==> config.mk <==
export PLATFORM = sky130hd
export DESIGN_NAME = dsipm_photon_counter
export DESIGN_NICKNAME = d
export VERILOG_FILES = /design/src/rtl/sipm_pkg.sv /design/src/rtl/sipm_cfg_regs.sv /design/src/rtl/sipm_window_ctl.sv /design/src/rtl/sipm_popcount_tree.sv /design/src/rtl/sipm_event_accum.sv /design/src/rtl/dsipm_photon_counter.sv
export SDC_FILE = /design/constraint.sdc
export NUM_CORES = 1
export LEC_CHECK = 0
export CAP_MARGIN = 40
export CORE_ASPECT_RATIO = 1.5
export CORE_MARGIN = 5
export CORE_UTILIZATION = 59
export CTS_BUF_LIST = sky130_fd_sc_hd__clkbuf_8
export CTS_CLUSTER_DIAMETER = 60
export DETAILED_ROUTE_END_ITERATION = 6
export GPL_ROUTABILITY_DRIVEN = 1
export GPL_TIMING_DRIVEN = 0
export HOLD_SLACK_MARGIN = 0.1
export PLACE_DENSITY = 0.83
export SLEW_MARGIN = 5
export SYNTH_ARGS = -nofsm -noshare
export SYNTH_HDL_FRONTEND = slang
export SYNTH_SLANG_ARGS = --single-unit
==> constraint.sdc <==
create_clock -name clk -period 4.2 [get_ports clk]
set_clock_uncertainty 0.2 [all_clocks]
set_input_delay 0.42 -clock clk [delete_from_list [all_inputs] [get_ports clk]]
set_output_delay 0.42 -clock clk [all_outputs]
set_load 0.1 [all_outputs]
==> src/rtl/sipm_pkg.sv <==
package sipm_pkg;
  localparam int TS_W       = 16;
  localparam int CFG_DW     = 32;
  localparam int ADDR_THR   = 0;
  localparam int ADDR_WIN   = 1;
  localparam int ADDR_MASK0 = 2;

  typedef struct packed {
    logic            vld;
    logic            last;
    logic [TS_W-1:0] ts;
  } tag_t;
endpackage

==> src/rtl/sipm_cfg_regs.sv <==
module sipm_cfg_regs
  import sipm_pkg::*;
#(
  parameter int N_CELLS = 64,
  parameter int ACC_W   = 16,
  parameter int CFG_AW  = 8
) (
  input  logic              clk,
  input  logic              rst,
  input  logic              we,
  input  logic [CFG_AW-1:0] addr,
  input  logic [CFG_DW-1:0] wdata,
  output logic [N_CELLS-1:0] en_mask,
  output logic [ACC_W-1:0]  thr,
  output logic [TS_W-1:0]   win_len
);
  localparam int MW = (N_CELLS + CFG_DW - 1) / CFG_DW;

  logic [MW*CFG_DW-1:0] mask_q;

  always_ff @(posedge clk) begin
    if (rst) begin
      mask_q  <= '1;
      thr     <= ACC_W'(1);
      win_len <= TS_W'(16);
    end else if (we) begin
      if (int'(addr) == ADDR_THR) thr <= ACC_W'(wdata);
      if (int'(addr) == ADDR_WIN) win_len <= TS_W'(wdata);
      for (int w = 0; w < MW; w++) begin
        if (int'(addr) == ADDR_MASK0 + w) mask_q[w*CFG_DW +: CFG_DW] <= wdata;
      end
    end
  end

  assign en_mask = mask_q[N_CELLS-1:0];
endmodule

==> src/rtl/sipm_window_ctl.sv <==
module sipm_window_ctl
  import sipm_pkg::*;
#(
  parameter int N_CELLS = 64
) (
  input  logic               clk,
  input  logic               rst,
  input  logic               win_start,
  input  logic [N_CELLS-1:0] hits,
  input  logic [N_CELLS-1:0] en_mask,
  input  logic [TS_W-1:0]    win_len,
  output logic [N_CELLS-1:0] masked_q,
  output tag_t               tag_q,
  output logic               active_q
);
  logic [TS_W-1:0] tcnt_q, cur_t, len_m1;
  logic            accept, cur_in, cur_last;

  always_comb begin
    accept   = win_start && !active_q;
    cur_in   = accept || active_q;
    cur_t    = accept ? '0 : tcnt_q;
    len_m1   = (win_len == '0) ? '0 : win_len - 1'b1;
    cur_last = cur_in && (cur_t >= len_m1);
  end

  always_ff @(posedge clk) begin
    if (rst) begin
      active_q <= 1'b0;
      tcnt_q   <= '0;
      masked_q <= '0;
      tag_q    <= '0;
    end else begin
      masked_q   <= hits & en_mask;
      tag_q.vld  <= cur_in;
      tag_q.last <= cur_last;
      tag_q.ts   <= cur_t;
      if (cur_in && !cur_last) begin
        active_q <= 1'b1;
        tcnt_q   <= cur_t + 1'b1;
      end else begin
        active_q <= 1'b0;
        tcnt_q   <= '0;
      end
    end
  end
endmodule

==> src/rtl/sipm_popcount_tree.sv <==
module sipm_popcount_tree
  import sipm_pkg::*;
#(
  parameter int N_IN  = 64,
  parameter int OUT_W = 7
) (
  input  logic             clk,
  input  logic             rst,
  input  logic [N_IN-1:0]  bits,
  input  tag_t             tag_in,
  output logic [OUT_W-1:0] sum,
  output tag_t             tag_out
);
  localparam int LEVELS = $clog2(N_IN);
  localparam int NP     = 1 << LEVELS;
  localparam int RS     = (LEVELS + 1) / 2;

  for (genvar l = 0; l <= LEVELS; l++) begin : g_lvl
    logic [OUT_W-1:0] v [NP >> l];
    if (l == 0) begin : g_leaf
      for (genvar i = 0; i < NP; i++) begin : g_bit
        if (i < N_IN) begin : g_used
          assign v[i] = {{(OUT_W-1){1'b0}}, bits[i]};
        end else begin : g_pad
          assign v[i] = '0;
        end
      end
    end else if ((l % 2 == 0) || (l == LEVELS)) begin : g_reg
      for (genvar i = 0; i < (NP >> l); i++) begin : g_node
        always_ff @(posedge clk) v[i] <= g_lvl[l-1].v[2*i] + g_lvl[l-1].v[2*i+1];
      end
    end else begin : g_comb
      for (genvar i = 0; i < (NP >> l); i++) begin : g_node
        assign v[i] = g_lvl[l-1].v[2*i] + g_lvl[l-1].v[2*i+1];
      end
    end
  end

  assign sum = g_lvl[LEVELS].v[0];

  tag_t tag_q [RS];
  for (genvar s = 0; s < RS; s++) begin : g_tag
    always_ff @(posedge clk) begin
      if (rst) tag_q[s] <= '0;
      else if (s == 0) tag_q[s] <= tag_in;
      else tag_q[s] <= tag_q[(s == 0) ? 0 : s-1];
    end
  end
  assign tag_out = tag_q[RS-1];
endmodule

==> src/rtl/sipm_event_accum.sv <==
module sipm_event_accum
  import sipm_pkg::*;
#(
  parameter int ACC_W = 16,
  parameter int SUM_W = 7
) (
  input  logic             clk,
  input  logic             rst,
  input  logic [SUM_W-1:0] sum,
  input  tag_t             tag,
  input  logic [ACC_W-1:0] thr,
  output logic             rec_valid,
  output logic [ACC_W-1:0] rec_count,
  output logic [TS_W-1:0]  rec_first,
  output logic [TS_W-1:0]  rec_last,
  output logic             rec_above
);
  logic [ACC_W-1:0] acc_q, acc_n;
  logic [ACC_W:0]   tot;
  logic [TS_W-1:0]  first_q, last_q, first_n, last_n;
  logic             seen_q, seen_n, hit;

  always_comb begin
    tot     = {1'b0, acc_q} + (ACC_W+1)'(sum);
    acc_n   = tot[ACC_W] ? '1 : tot[ACC_W-1:0];
    hit     = tag.vld && (sum != '0);
    seen_n  = seen_q || hit;
    first_n = (hit && !seen_q) ? tag.ts : first_q;
    last_n  = hit ? tag.ts : last_q;
  end

  always_ff @(posedge clk) begin
    if (rst) begin
      acc_q     <= '0;
      seen_q    <= 1'b0;
      first_q   <= '0;
      last_q    <= '0;
      rec_valid <= 1'b0;
      rec_count <= '0;
      rec_first <= '0;
      rec_last  <= '0;
      rec_above <= 1'b0;
    end else begin
      rec_valid <= tag.vld && tag.last;
      if (tag.vld && tag.last) begin
        rec_count <= acc_n;
        rec_first <= seen_n ? first_n : '1;
        rec_last  <= seen_n ? last_n : '1;
        rec_above <= seen_n && (acc_n >= thr);
        acc_q     <= '0;
        seen_q    <= 1'b0;
      end else if (tag.vld) begin
        acc_q   <= acc_n;
        seen_q  <= seen_n;
        first_q <= first_n;
        last_q  <= last_n;
      end
    end
  end
endmodule

==> src/rtl/dsipm_photon_counter.sv <==
module dsipm_photon_counter
  import sipm_pkg::*;
#(
  parameter int N_CELLS = 64,
  parameter int ACC_W   = 16,
  parameter int CFG_AW  = 8
) (
  input  logic               clk,
  input  logic               rst,
  input  logic [N_CELLS-1:0] cell_hits,
  input  logic               win_start,
  input  logic               cfg_we,
  input  logic [CFG_AW-1:0]  cfg_addr,
  input  logic [31:0]        cfg_wdata,
  output logic               rec_valid,
  output logic [ACC_W-1:0]   rec_count,
  output logic [TS_W-1:0]    rec_first,
  output logic [TS_W-1:0]    rec_last,
  output logic               rec_above
);
  localparam int SUM_W = $clog2(N_CELLS) + 1;

  logic [N_CELLS-1:0] en_mask, masked;
  logic [ACC_W-1:0]   thr_w;
  logic [TS_W-1:0]    win_len;
  logic               active_w;
  tag_t               tag0, sum_tag;
  logic [SUM_W-1:0]   sum;

  sipm_cfg_regs #(.N_CELLS(N_CELLS), .ACC_W(ACC_W), .CFG_AW(CFG_AW)) u_cfg (
    .clk(clk), .rst(rst), .we(cfg_we), .addr(cfg_addr), .wdata(cfg_wdata),
    .en_mask(en_mask), .thr(thr_w), .win_len(win_len)
  );

  sipm_window_ctl #(.N_CELLS(N_CELLS)) u_win (
    .clk(clk), .rst(rst), .win_start(win_start), .hits(cell_hits),
    .en_mask(en_mask), .win_len(win_len), .masked_q(masked),
    .tag_q(tag0), .active_q(active_w)
  );

  sipm_popcount_tree #(.N_IN(N_CELLS), .OUT_W(SUM_W)) u_tree (
    .clk(clk), .rst(rst), .bits(masked), .tag_in(tag0),
    .sum(sum), .tag_out(sum_tag)
  );

  sipm_event_accum #(.ACC_W(ACC_W), .SUM_W(SUM_W)) u_acc (
    .clk(clk), .rst(rst), .sum(sum), .tag(sum_tag), .thr(thr_w),
    .rec_valid(rec_valid), .rec_count(rec_count), .rec_first(rec_first),
    .rec_last(rec_last), .rec_above(rec_above)
  );
endmodule

==> impl_metrics.py <==
metrics = {
    "outcome": {
        "outcome": "finished, final reports clean",
    },
    "sta": {
        "tightest_slew_ns": 0.7029,
        "finalWorstSetupSlack_ns": 0.1910,
        "min_period_over_period_pct": 95.45,
        "slew_violations": 0,
        "max_freq_mhz": 249.4,
        "fin_setup_tns_ns": 0,
        "maxSlewHeadroom_pct": 51.93,
        "hold_violations": 0,
        "finalSetupViolations": 0,
        "fin_crit_ns": 4.009,
    },
    "yosys": {
        "synth_edf_count": 0,
        "synth_ff_type": "dfxtp_1",
        "seq_area_frac_synth_pct": 49.89,
        "synth_top_family_by_area": "simple AND/OR/NAND/NOR gates",
        "async_reset_ff_share_pct": 0,
        "synth_fa_ha_area_share_pct": 14.27,
        "synth_area_um2": 16970,
        "synth_compound_area_share_pct": 8.477,
        "synth-xor-area-share_pct": 2.270,
        "ys_types": 65,
        "synth-seq-cells": 423,
        "yosys.area.top_type": "dfxtp_1",
        "syn_inst": 1704,
        "yosys.area_share.simple_pct": 19.50,
        "synthMuxAreaShare_pct": 1.946,
        "syn_area_per_cell_um2": 9.961,
        "synth.top_cell.area_share_pct": 49.89,
        "synthesis.nets": 1975,
        "ys_top_cells_by_area": "dfxtp_1, ha_1, nand2_1",
        "ys_warn_count": 0,
    },
    "clock_network": {
        "clk_path_buf_depth": 3,
        "ctsHtreeMaxLevel": 2,
        "postCtsHoldBufs": 0,
        "cts_made_buffers": 58,
        "root_buffer": "clkbuf_8",
        "cts_tree": "yes",
        "clock_latency_ns": 0.62,
        "clk_pin_slew_ns": 0.07,
        "cts.sinks": 423,
    },
    "global_routing": {
        "grt-ovfl-total": 0,
        "grt_max_degree": 16,
        "grt_pass1_vias": 13770,
        "grt_usage_pct": 26.19,
        "grt_pass1_wl_mm": 68.04,
        "antenna_found_initial": 0,
    },
    "worst_setup_path": {
        "reg2regPathDepth": 12,
        "crit_path_end_kind": "register",
        "worstPathArrival_ns": 4.33,
        "critical_path_class": "reg -> reg",
        "worstPathRequired_ns": 4.52,
        "cp-start-kind": "register",
        "cp_max_fo": 10,
    },
    "detailed_routing": {
        "remaining_drc_errors": 0,
        "via_count": 13240,
        "viasPerCell": 5.592,
        "drt_first_pass_iters": 5,
        "drtAntennaViolNets": 0,
        "drt-total-wl_mm": 42.22,
        "drt_iter0_drc": 731,
        "wire_per_inst_um": 17.83,
    },
    "place": {
        "portBuffers": 156,
        "dp_hpwl_mm": 32.35,
        "post-place-ws_ns": 0.1034,
        "gp_congestion": 0.9250,
    },
    "die": {
        "die_w_um": 148.5,
        "coreArea_um2": 28530,
        "rows": 76,
        "die_area_um2": 32330,
        "die_h_um": 217.7,
        "ios": 158,
        "initial_core_util_pct": 59.50,
    },
    "power": {
        "p_leak_uw": 0.009547,
        "peakVddDrop_mv": 0.3235,
        "power_per_cell_area_nw_per_um2": 443.4,
    },
    "final_layout": {
        "diodes": 0,
        "n_fill_cell": 1963,
        "final_core_util_pct": 73.64,
        "layout_common_cells": "dfxtp_1, nand2_1, clkdlybuf4s50_1, nor2_1, ha_1",
        "final_common_cell": "dfxtp_1",
        "nNetsFinal": 2242,
        "area_growth_syn_to_layout_pct": 23.77,
        "drive_gt1_share_pct": 9.321,
    },
    "hold_path": {
        "hold_class": "in -> reg",
        "hold_depth": 2,
    },
    "flow_run": {
        "maxCapViolations": 0,
    },
}
## sequential cells by signal (all words and copies together) (netlist names)
signal and count:
u_tree.g_lvl.v 75, u_cfg.en_mask 64, u_win.masked_q 64, u_tree.tag_q 54, u_win.tag_q 18, u_acc.acc_q 16, u_acc.first_q 16, u_acc.last_q 16
u_acc.rec_count 16, u_acc.rec_first 16, u_acc.rec_last 16, u_cfg.thr 16, u_cfg.win_len 16, u_win.tcnt_q 16, u_acc.rec_above 1, u_acc.rec_valid 1
u_acc.seen_q 1, u_win.active_q 1
## report_power, final
part	internal, uW	switching (uW)
clock network	1810	1510
registers	4240	120
logic	748	883
## path summary, 6_finish.rpt
kind,start,end,slack (ns)
setup / recovery,u_cfg.win_len[10],u_win.tcnt_q[13],0.19
hold / removal,cell_hits[17],u_win.masked_q[17],0.19
setup reg to reg,u_cfg.win_len[10],u_win.tcnt_q[13],0.19
hold reg to reg,u_tree.tag_q[1][7],u_tree.tag_q[2][7],0.21
## area by class of cell
cell class              count  area (um^2)  area share [%]
plain buffers              82        371.6           1.769
repair buffers            207         2317           11.03
inverters                  66        247.7           1.179
clock buffers              76         1046           4.979
clock inverters            30        217.7           1.036
flip-flops and latches    423         8468           40.31
well taps                 351        439.2           2.090
multi-input cells        1133         7901           37.61
## repair_timing
action | 4_1_cts | 5_1_grt
buffers inserted | 0 | 0
endpoints found under the setup margin | 0 | 11
gates resized for setup | 0 | 3
hold endpoints to repair | 0 | 0
## worst max-delay path: stages (launching register included)
cell,delay (ns)
dfxtp_1,0.37
or4_1,0.57
nor3_1,0.26
nand3b_1,0.22
buf_4,0.23
nand2_1,0.06
ha_1,0.25
a21oi_1,0.12
o21ai_0,0.11
a2111oi_0,0.68
o21ai_2,0.32
clkbuf_1,0.31
nor3_1,0.21
## synthesized netlist by cell type, drive strengths merged, types with 25 or more instances
cell type and number:
xnor2 30, nand2 283, buf 25, a21oi 60
nor3 26, ha 112, fa 51, and3 72
nor2 116, nand3b 39, nor2b 58, o21ai 51
dfxtp 423, inv 65, mux2i 33, nand3 40
clkbuf 57
## cells by family after synthesis
group	after synthesis
buffers and inverters	148
adders and majority gates	163
AOI/OAI and AO/OA	215
muxes	33
DFF	423
xor gates and xnor gates	44
and+or+nand+nor	678
## per-stage QoR
stage          area, um^2  total power, uW  hold WS [ns]  instances
2_1_floorplan       16970             5473        0.2138       1704
3_3_place_gp        18970             5922        0.2152       2211
3_5_place_dp        19730             6043        0.2231       2262
4_1_cts             20990             9367        0.1569       2368
5_1_grt             21010             9800        0.1750       2368
6_report            21010             9315        0.1904       2368
## layer usage
layer  vias up  share of wire, %  GRT usage (%)  wire (um)
met1      6364                37          29.27      15580
met4         0               5.0          13.16       2118
met5         -                 0              0          0
li1       6302                 -              -          -
met2       456                52          47.88      22160
met3       119               5.6          4.012       2360
Note: power is estimated with default switching activity, not from simulation.
